<file path="src/rtl/sdrm_pkg.sv">
package sdrm_pkg;
    typedef enum logic [1:0] {
        CMD_NOP   = 2'b00,
        CMD_READ  = 2'b01,
        CMD_WRITE = 2'b10,
        CMD_LOAD  = 2'b11
    } sdr_cmd_e;

    typedef enum logic {R_IDLE, R_BURST} rd_state_e;
    typedef enum logic {W_IDLE, W_BURST} wr_state_e;

    localparam int BL_W = 4;
endpackage

</file>
<file path="src/rtl/sdrm_mode_reg.sv">
module sdrm_mode_reg
    import sdrm_pkg::*;
(
    input  logic            clk,
    input  logic            rst_n,
    input  logic            load,
    input  logic [2:0]      bl_code,
    input  logic [2:0]      cl_code,
    input  logic [1:0]      op_code,
    input  logic            ws_bit,
    output logic [BL_W-1:0] bl_words,
    output logic            cl3,
    output logic            wr_single,
    output logic            op_bad,
    output logic            cl_bad
);
    function automatic logic [BL_W-1:0] decode_bl(input logic [2:0] c);
        unique case (c)
            3'b000:  decode_bl = BL_W'(1);
            3'b001:  decode_bl = BL_W'(2);
            3'b010:  decode_bl = BL_W'(4);
            3'b011:  decode_bl = BL_W'(8);
            default: decode_bl = BL_W'(1);
        endcase
    endfunction

    logic cl_ok;
    assign cl_ok = (cl_code == 3'b010) || (cl_code == 3'b011);

    always_ff @(posedge clk) begin
        if (!rst_n) begin
            bl_words  <= BL_W'(1);
            cl3       <= 1'b0;
            wr_single <= 1'b0;
            op_bad    <= 1'b0;
            cl_bad    <= 1'b0;
        end else if (load) begin
            if (op_code != 2'b00) begin
                op_bad <= 1'b1;
            end else begin
                op_bad    <= 1'b0;
                bl_words  <= decode_bl(bl_code);
                wr_single <= ws_bit;
                cl_bad    <= !cl_ok;
                if (cl_ok) cl3 <= cl_code[0];
            end
        end
    end
endmodule

</file>
<file path="src/rtl/sdrm_store.sv">
module sdrm_store #(
    parameter int COL_W = 4,
    parameter int DW    = 16
) (
    input  logic             clk,
    input  logic             we,
    input  logic [COL_W-1:0] waddr,
    input  logic [DW-1:0]    wdata,
    input  logic [COL_W-1:0] raddr,
    output logic [DW-1:0]    rdata
);
    localparam int DEPTH = 1 << COL_W;
    logic [DW-1:0] mem [DEPTH];

    always_ff @(posedge clk) begin
        if (we) mem[waddr] <= wdata;
    end

    assign rdata = mem[raddr];
endmodule

</file>
<file path="src/rtl/sdrm_wr_engine.sv">
module sdrm_wr_engine
    import sdrm_pkg::*;
#(
    parameter int COL_W = 4
) (
    input  logic             clk,
    input  logic             rst_n,
    input  logic             wr_cmd,
    input  logic             nop,
    input  logic [COL_W-1:0] col,
    input  logic [BL_W-1:0]  bl_w,
    output logic             we,
    output logic [COL_W-1:0] waddr
);
    wr_state_e        state, nstate;
    logic [COL_W-1:0] base, off, n_base, n_off, mask;
    logic [BL_W-1:0]  rem, n_rem;

    assign mask = COL_W'(bl_w - BL_W'(1));

    always_comb begin
        nstate = state;
        n_base = base;
        n_off  = off;
        n_rem  = rem;
        we     = 1'b0;
        waddr  = base | off;
        if (wr_cmd) begin
            we     = 1'b1;
            waddr  = col;
            n_base = col & ~mask;
            n_off  = (col + COL_W'(1)) & mask;
            n_rem  = bl_w - BL_W'(1);
            nstate = (bl_w > BL_W'(1)) ? W_BURST : W_IDLE;
        end else begin
            unique case (state)
                W_IDLE: nstate = W_IDLE;
                W_BURST: begin
                    if (nop) begin
                        we     = 1'b1;
                        n_off  = (off + COL_W'(1)) & mask;
                        n_rem  = rem - BL_W'(1);
                        nstate = (rem == BL_W'(1)) ? W_IDLE : W_BURST;
                    end else begin
                        nstate = W_IDLE;
                    end
                end
            endcase
        end
    end

    always_ff @(posedge clk) begin
        if (!rst_n) state <= W_IDLE;
        else        state <= nstate;
    end

    always_ff @(posedge clk) begin
        if (!rst_n) begin
            base <= '0;
            off  <= '0;
            rem  <= '0;
        end else begin
            base <= n_base;
            off  <= n_off;
            rem  <= n_rem;
        end
    end
endmodule

</file>
<file path="src/rtl/sdrm_rd_engine.sv">
module sdrm_rd_engine
    import sdrm_pkg::*;
#(
    parameter int COL_W = 4,
    parameter int DW    = 16
) (
    input  logic             clk,
    input  logic             rst_n,
    input  logic             issue,
    input  logic [COL_W-1:0] issue_col,
    input  logic             kill,
    input  logic             cl3,
    input  logic [BL_W-1:0]  bl,
    input  logic [DW-1:0]    rd_data,
    output logic [COL_W-1:0] rd_addr,
    output logic [DW-1:0]    dq_o,
    output logic             dq_valid,
    output logic             dq_oe
);
    localparam int STAGES = 3;

    rd_state_e        state, nstate;
    logic [STAGES-1:0] pv;
    logic [COL_W-1:0] pc [STAGES];
    logic [COL_W-1:0] base, off, n_base, n_off, mask, tcol;
    logic [BL_W-1:0]  rem, n_rem;
    logic             tok, pre, n_valid;

    assign tok  = cl3 ? pv[2] : pv[1];
    assign tcol = cl3 ? pc[2] : pc[1];
    assign pre  = cl3 ? pv[1] : pv[0];
    assign mask = COL_W'(bl - BL_W'(1));

    always_comb begin
        nstate  = state;
        n_base  = base;
        n_off   = off;
        n_rem   = rem;
        n_valid = 1'b0;
        rd_addr = base | off;
        if (tok) begin
            rd_addr = tcol;
            n_valid = 1'b1;
            n_base  = tcol & ~mask;
            n_off   = (tcol + COL_W'(1)) & mask;
            n_rem   = bl - BL_W'(1);
            nstate  = (bl > BL_W'(1)) ? R_BURST : R_IDLE;
        end else begin
            unique case (state)
                R_IDLE: nstate = R_IDLE;
                R_BURST: begin
                    n_valid = 1'b1;
                    n_off   = (off + COL_W'(1)) & mask;
                    n_rem   = rem - BL_W'(1);
                    nstate  = (rem == BL_W'(1)) ? R_IDLE : R_BURST;
                end
            endcase
        end
    end

    always_ff @(posedge clk) begin
        if (!rst_n || kill) state <= R_IDLE;
        else                state <= nstate;
    end

    always_ff @(posedge clk) begin
        if (!rst_n) begin
            pv       <= '0;
            base     <= '0;
            off      <= '0;
            rem      <= '0;
            dq_o     <= '0;
            dq_valid <= 1'b0;
            dq_oe    <= 1'b0;
        end else begin
            pv       <= kill ? '0 : {pv[STAGES-2:0], issue};
            base     <= n_base;
            off      <= n_off;
            rem      <= n_rem;
            if (n_valid) dq_o <= rd_data;
            dq_valid <= n_valid && !kill;
            dq_oe    <= (n_valid || pre) && !kill;
        end
    end

    generate
        for (genvar s = 0; s < STAGES; s++) begin : g_col_pipe
            always_ff @(posedge clk) begin
                if (!rst_n)  pc[s] <= '0;
                else if (s == 0) pc[s] <= issue_col;
                else         pc[s] <= pc[s-1];
            end
        end
    endgenerate
endmodule

</file>
<file path="src/rtl/sdrm_top.sv">
module sdrm_top
    import sdrm_pkg::*;
#(
    parameter int COL_W  = 4,
    parameter int DW     = 16,
    parameter int ADDR_W = 10
) (
    input  logic              clk,
    input  logic              rst_n,
    input  logic [1:0]        cmd,
    input  logic [ADDR_W-1:0] addr,
    input  logic [DW-1:0]     dq_i,
    output logic [DW-1:0]     dq_o,
    output logic              dq_oe,
    output logic              dq_valid,
    output logic              mode_illegal,
    output logic              mode_lat_err
);
    sdr_cmd_e         c;
    logic [BL_W-1:0]  bl_words, bl_w;
    logic             cl3, wr_single;
    logic             rd_go, wr_go, we;
    logic [COL_W-1:0] waddr, raddr;
    logic [DW-1:0]    rdata;

    assign c     = sdr_cmd_e'(cmd);
    assign rd_go = (c == CMD_READ)  && !mode_illegal;
    assign wr_go = (c == CMD_WRITE) && !mode_illegal;
    assign bl_w  = wr_single ? BL_W'(1) : bl_words;

    sdrm_mode_reg u_mode (
        .clk      (clk),
        .rst_n    (rst_n),
        .load     (c == CMD_LOAD),
        .bl_code  (addr[2:0]),
        .cl_code  (addr[6:4]),
        .op_code  (addr[8:7]),
        .ws_bit   (addr[9]),
        .bl_words (bl_words),
        .cl3      (cl3),
        .wr_single(wr_single),
        .op_bad   (mode_illegal),
        .cl_bad   (mode_lat_err)
    );

    sdrm_wr_engine #(.COL_W(COL_W)) u_wr (
        .clk   (clk),
        .rst_n (rst_n),
        .wr_cmd(wr_go),
        .nop   (c == CMD_NOP),
        .col   (addr[COL_W-1:0]),
        .bl_w  (bl_w),
        .we    (we),
        .waddr (waddr)
    );

    sdrm_store #(.COL_W(COL_W), .DW(DW)) u_store (
        .clk  (clk),
        .we   (we),
        .waddr(waddr),
        .wdata(dq_i),
        .raddr(raddr),
        .rdata(rdata)
    );

    sdrm_rd_engine #(.COL_W(COL_W), .DW(DW)) u_rd (
        .clk      (clk),
        .rst_n    (rst_n),
        .issue    (rd_go),
        .issue_col(addr[COL_W-1:0]),
        .kill     (wr_go),
        .cl3      (cl3),
        .bl       (bl_words),
        .rd_data  (rdata),
        .rd_addr  (raddr),
        .dq_o     (dq_o),
        .dq_valid (dq_valid),
        .dq_oe    (dq_oe)
    );
endmodule

</file>
<file path="config.mk">
export PLATFORM = sky130hd
export DESIGN_NAME = sdrm_top
export DESIGN_NICKNAME = d
export VERILOG_FILES = /design/src/rtl/sdrm_pkg.sv /design/src/rtl/sdrm_mode_reg.sv /design/src/rtl/sdrm_store.sv /design/src/rtl/sdrm_wr_engine.sv /design/src/rtl/sdrm_rd_engine.sv /design/src/rtl/sdrm_top.sv
export SDC_FILE = /design/constraint.sdc
export NUM_CORES = 1
export LEC_CHECK = 0
export BUFFER_PORTS_ARGS = -buffer_cell sky130_fd_sc_hd__buf_4
export CORE_ASPECT_RATIO = 0.7
export CORE_MARGIN = 10
export CORE_UTILIZATION = 55
export CTS_CLUSTER_DIAMETER = 50
export DETAILED_ROUTE_END_ITERATION = 6
export PLACE_DENSITY = 0.81
export SLEW_MARGIN = 20
export SYNTH_ARGS = -nofsm -noshare
export SYNTH_HDL_FRONTEND = slang
export SYNTH_HIERARCHICAL = 1
export SYNTH_SLANG_ARGS = --single-unit
</file>
<file path="constraint.sdc">
create_clock -name clk -period 6.2 [get_ports clk]
set_input_delay 0 -clock clk [delete_from_list [all_inputs] [get_ports clk]]
set_output_delay 0 -clock clk [all_outputs]
set_load 0.01 [all_outputs]
</file>
==> impl_metrics.ini <==
[cts]
clock_tree.root_cell = sky130_fd_sc_hd__clkbuf_16
tritoncts = done
cts.sink_count = 323
insertion_delay_ps = 540
clkSlewWorstSetupHoldPaths_ps = 60
clk_path_buf_depth = 3
cts_inserted_buffers = 29
htreeDepth = 1

[logic_synthesis]
postSynth.asyncResetShare_pct = 0
synth_cell_types = 61
syn_nets = 802
ys_seq_elements = 323
post_synth_instance_area_sq_mm = 0.0128
synth-adder-area-share_pct = 0.975
synth_top_family_by_area = multiplexers
basic_gate_share_of_the_synthesized_area_counting_and_or_nand_and_nor_cells_pct = 7.63
synth-main-ff-cell = sky130_fd_sc_hd__edfxtp_1
synth_cells = 762
synth.yosys.warnings = 6
yosysSeqAreaShare_pct = 70.4
syn_area_per_cell_sq_um = 16.8
synth_compound_gate_area_share_pct = 5.89
yosys-mux-area-fraction_pct = 12.3
post_synth_xor_area_fraction_pct = 0.887
synth-edff-count = 256

[timing]
layout_setup_ws_ps = 2300
fmax_mhz = 256
clock-skew-final_ps = 16.2
final_period_minus_worst_setup_slack_ps = 3900
unrepaired_setup_endpoints_after_global_routing = false
final_min_period_over_clock_period_pct = 62.9
number_of_endpoints_with_negative_hold_slack_in_the_final_report = 0
max-slew-margin-rel_pct = 19.0
actual_slew_at_the_worst_max_slew_pin_ps = 1210
final_report_max_slew_violation_count = 0
finalSetupTns_ps = 0
worst_hold_slack_ps = 286
timing.final.setup_violations = 0

[worst_setup_path]
critPathRequiredTime_ps = 6600
worstSetupStartpointType = flop
worstSetupEndpointType = flop
setup.worst_path.class = flop to flop
reg2regPathDepth = 9
crit_fanout = 50
arrival_ps = 4300

[detailed_routing]
post_drt_via_cell_ratio = 6.03
detailroute.via_count = 7146
first_iter_violations = 666
antenna_left = 0
totalWireLength_um = 28500
wl_per_cell_um = 24.1
drc = 0
detail_route.first_pass.iterations = 5

[placed_design]
dp_worst_setup_slack_ps = 2310
placedCellCount = 1100
gpl.final_weighted_congestion = 0.795
dp_hpwl_um = 16000
place.port_buffers = 49

[global_routing]
gr_ovfl_total = 0
grt_antenna_before_repair = 0
track_usage_pct = 18.8
grt_start_max_net_pins = 65
first_global_vias = 7186
first_pass_grt_wire_length_um = 43600

[floorplanning]
num_rows = 46
die_h_um = 148
initial_utilization_pct = 56.3
chipWidth_um = 203
die_area_sq_mm = 0.0299
floorplan.core_area_sq_mm = 0.0228
boundaryPins = 50

[cells_and_area]
fill_cell_count = 1549
antenna-diode-count = 0
syn2layout_area_growth_pct = 15.4
nets = 892
layout-drive-gt1-share_pct = 22.1
multi_input_comb_area_sq_mm = 0.00366
instances_no_fill = 1186
sequential_cell_area_sq_mm = 0.00903

[power_and_ir_drop]
vdd.ir_drop.worst_v = 0.000200
post-layout-total-power_uw = 4250
power.density_mw_per_mm2 = 287
p_leak_uw = 0.00493

[worst_hold_path]
hold_path_depth = 4
timing.hold.worst.class = input pin to flop

[status]
run_status = completed

[job]
max-cap-violations = 0
-- cells by family after synthesis --
kind of cell / Yosys count
adder cells (fa/ha/maj): 10
flip-flops: 323
multiplexers: 72
AO/OA/AOI/OAI: 97
buffers and inverters: 49
XOR/XNOR: 13
AND/OR/NAND/NOR: 198
-- placed cells by master, fill, tap and decap left out, types with 5 or more instances in the layout --
master / instances
sky130_fd_sc_hd__xor2_1: 5
sky130_fd_sc_hd__nand2_1: 84
sky130_fd_sc_hd__nand2b_1: 10
sky130_fd_sc_hd__and2_1: 19
sky130_fd_sc_hd__a22oi_1: 34
sky130_fd_sc_hd__mux4_1: 10
sky130_fd_sc_hd__xnor2_1: 8
sky130_fd_sc_hd__edfxtp_1: 256
sky130_fd_sc_hd__clkbuf_16: 29
sky130_fd_sc_hd__clkbuf_1: 10
sky130_fd_sc_hd__buf_4: 63
sky130_fd_sc_hd__a21boi_1: 11
sky130_fd_sc_hd__a21oi_1: 7
sky130_fd_sc_hd__mux4_2: 54
sky130_fd_sc_hd__nor2b_1: 12
sky130_fd_sc_hd__dlygate4sd3_1: 33
sky130_fd_sc_hd__nor2_4: 8
sky130_fd_sc_hd__nor2_1: 15
sky130_fd_sc_hd__inv_1: 12
sky130_fd_sc_hd__a21boi_0: 17
sky130_fd_sc_hd__ha_1: 10
sky130_fd_sc_hd__nand3_1: 9
sky130_fd_sc_hd__nor3_1: 5
sky130_fd_sc_hd__o21ai_0: 6
sky130_fd_sc_hd__dfxtp_1: 67
-- critical path, cell delays in order (launching register included) --
cell and delay, ps:
sky130_fd_sc_hd__dfxtp_1 620, sky130_fd_sc_hd__mux2i_4 540, sky130_fd_sc_hd__a221oi_2 200, sky130_fd_sc_hd__nand2_4 790
sky130_fd_sc_hd__buf_4 440, sky130_fd_sc_hd__mux4_1 610, sky130_fd_sc_hd__a22oi_1 210, sky130_fd_sc_hd__nand2_1 110
sky130_fd_sc_hd__nand2_1 90, sky130_fd_sc_hd__a21boi_0 130
-- worst paths after layout --
check                      from             to  slack [ps]
setup / recovery     u_mode/cl3   u_rd/dq_o[9]        2300
hold / removal          addr[4]     u_mode/cl3         290
setup reg to reg     u_mode/cl3   u_rd/dq_o[9]        2300
hold reg to reg   u_rd/pc[0][3]  u_rd/pc[1][3]         440
-- repair_timing --
| item | in CTS | in global routing |
|---|---|---|
| hold buffers | 33 | 0 |
| buffers inserted | 0 | 0 |
| resized for setup | 0 | 0 |
| hold endpoints to repair | 274 | 0 |
-- state kept, by name (all words and copies together), names as in the netlist, 3 cells and up --
name / flops
u_rd/off: 4
u_rd/pc: 12
u_mode/bl_words: 4
u_wr/off: 4
u_wr/rem: 4
u_rd/pv: 3
u_store/mem: 256
u_rd/dq_o: 16
u_rd/rem: 4
u_rd/base: 4
u_wr/base: 4
-- routing by layer --
layer  up-vias  part of all wire, %  track usage (%)
li1       3144                    -                -
met1      3611                   40             25.3
met2       355                   48             30.4
met3        36                   10             4.85
met4         0                  1.5             4.24
met5         -                    0                0
-- through the flow --
| stage | util, % | area [sq um] |
|---|---|---|
| 2_1_floorplan | - | 12800 |
| 3_3_place_gp | 59.5 | 13600 |
| 3_5_place_dp | 59.5 | 13600 |
| 4_1_cts | 64.8 | 14800 |
| 5_1_grt | 65.0 | 14800 |
| 6_report | 65.0 | 14800 |
-- cell type report --
class,instances,share of cell area [%]
sequential,323,61.0
tap,312,2.64
multi-input combinational,390,24.7
clock buffer,41,5.34
clock inverter,12,0.625
inverter,12,0.304
timing repair buffer,96,5.42
-- cell usage after synthesis (all sizes together) (12+ instances only) --
cell type | count | area share, %
edfxtp | 256 | 60
nand2 | 86 | 2.5
dfxtp | 67 | 10
mux4 | 64 | 12
a22oi | 34 | 2.0
a21boi | 29 | 1.7
nor2 | 27 | 0.81
buf | 21 | 1.1
and2 | 20 | 0.98
clkbuf | 16 | 0.48
nor2b | 13 | 0.65
inv | 12 | 0.35
-- power breakdown --
part           internal [uW]  switching (uW)  total (uW)
clock                    930             753        1680
combinational           80.0             113         194
sequential              2360            13.5        2380
Power figures use the tool's default switching activity.
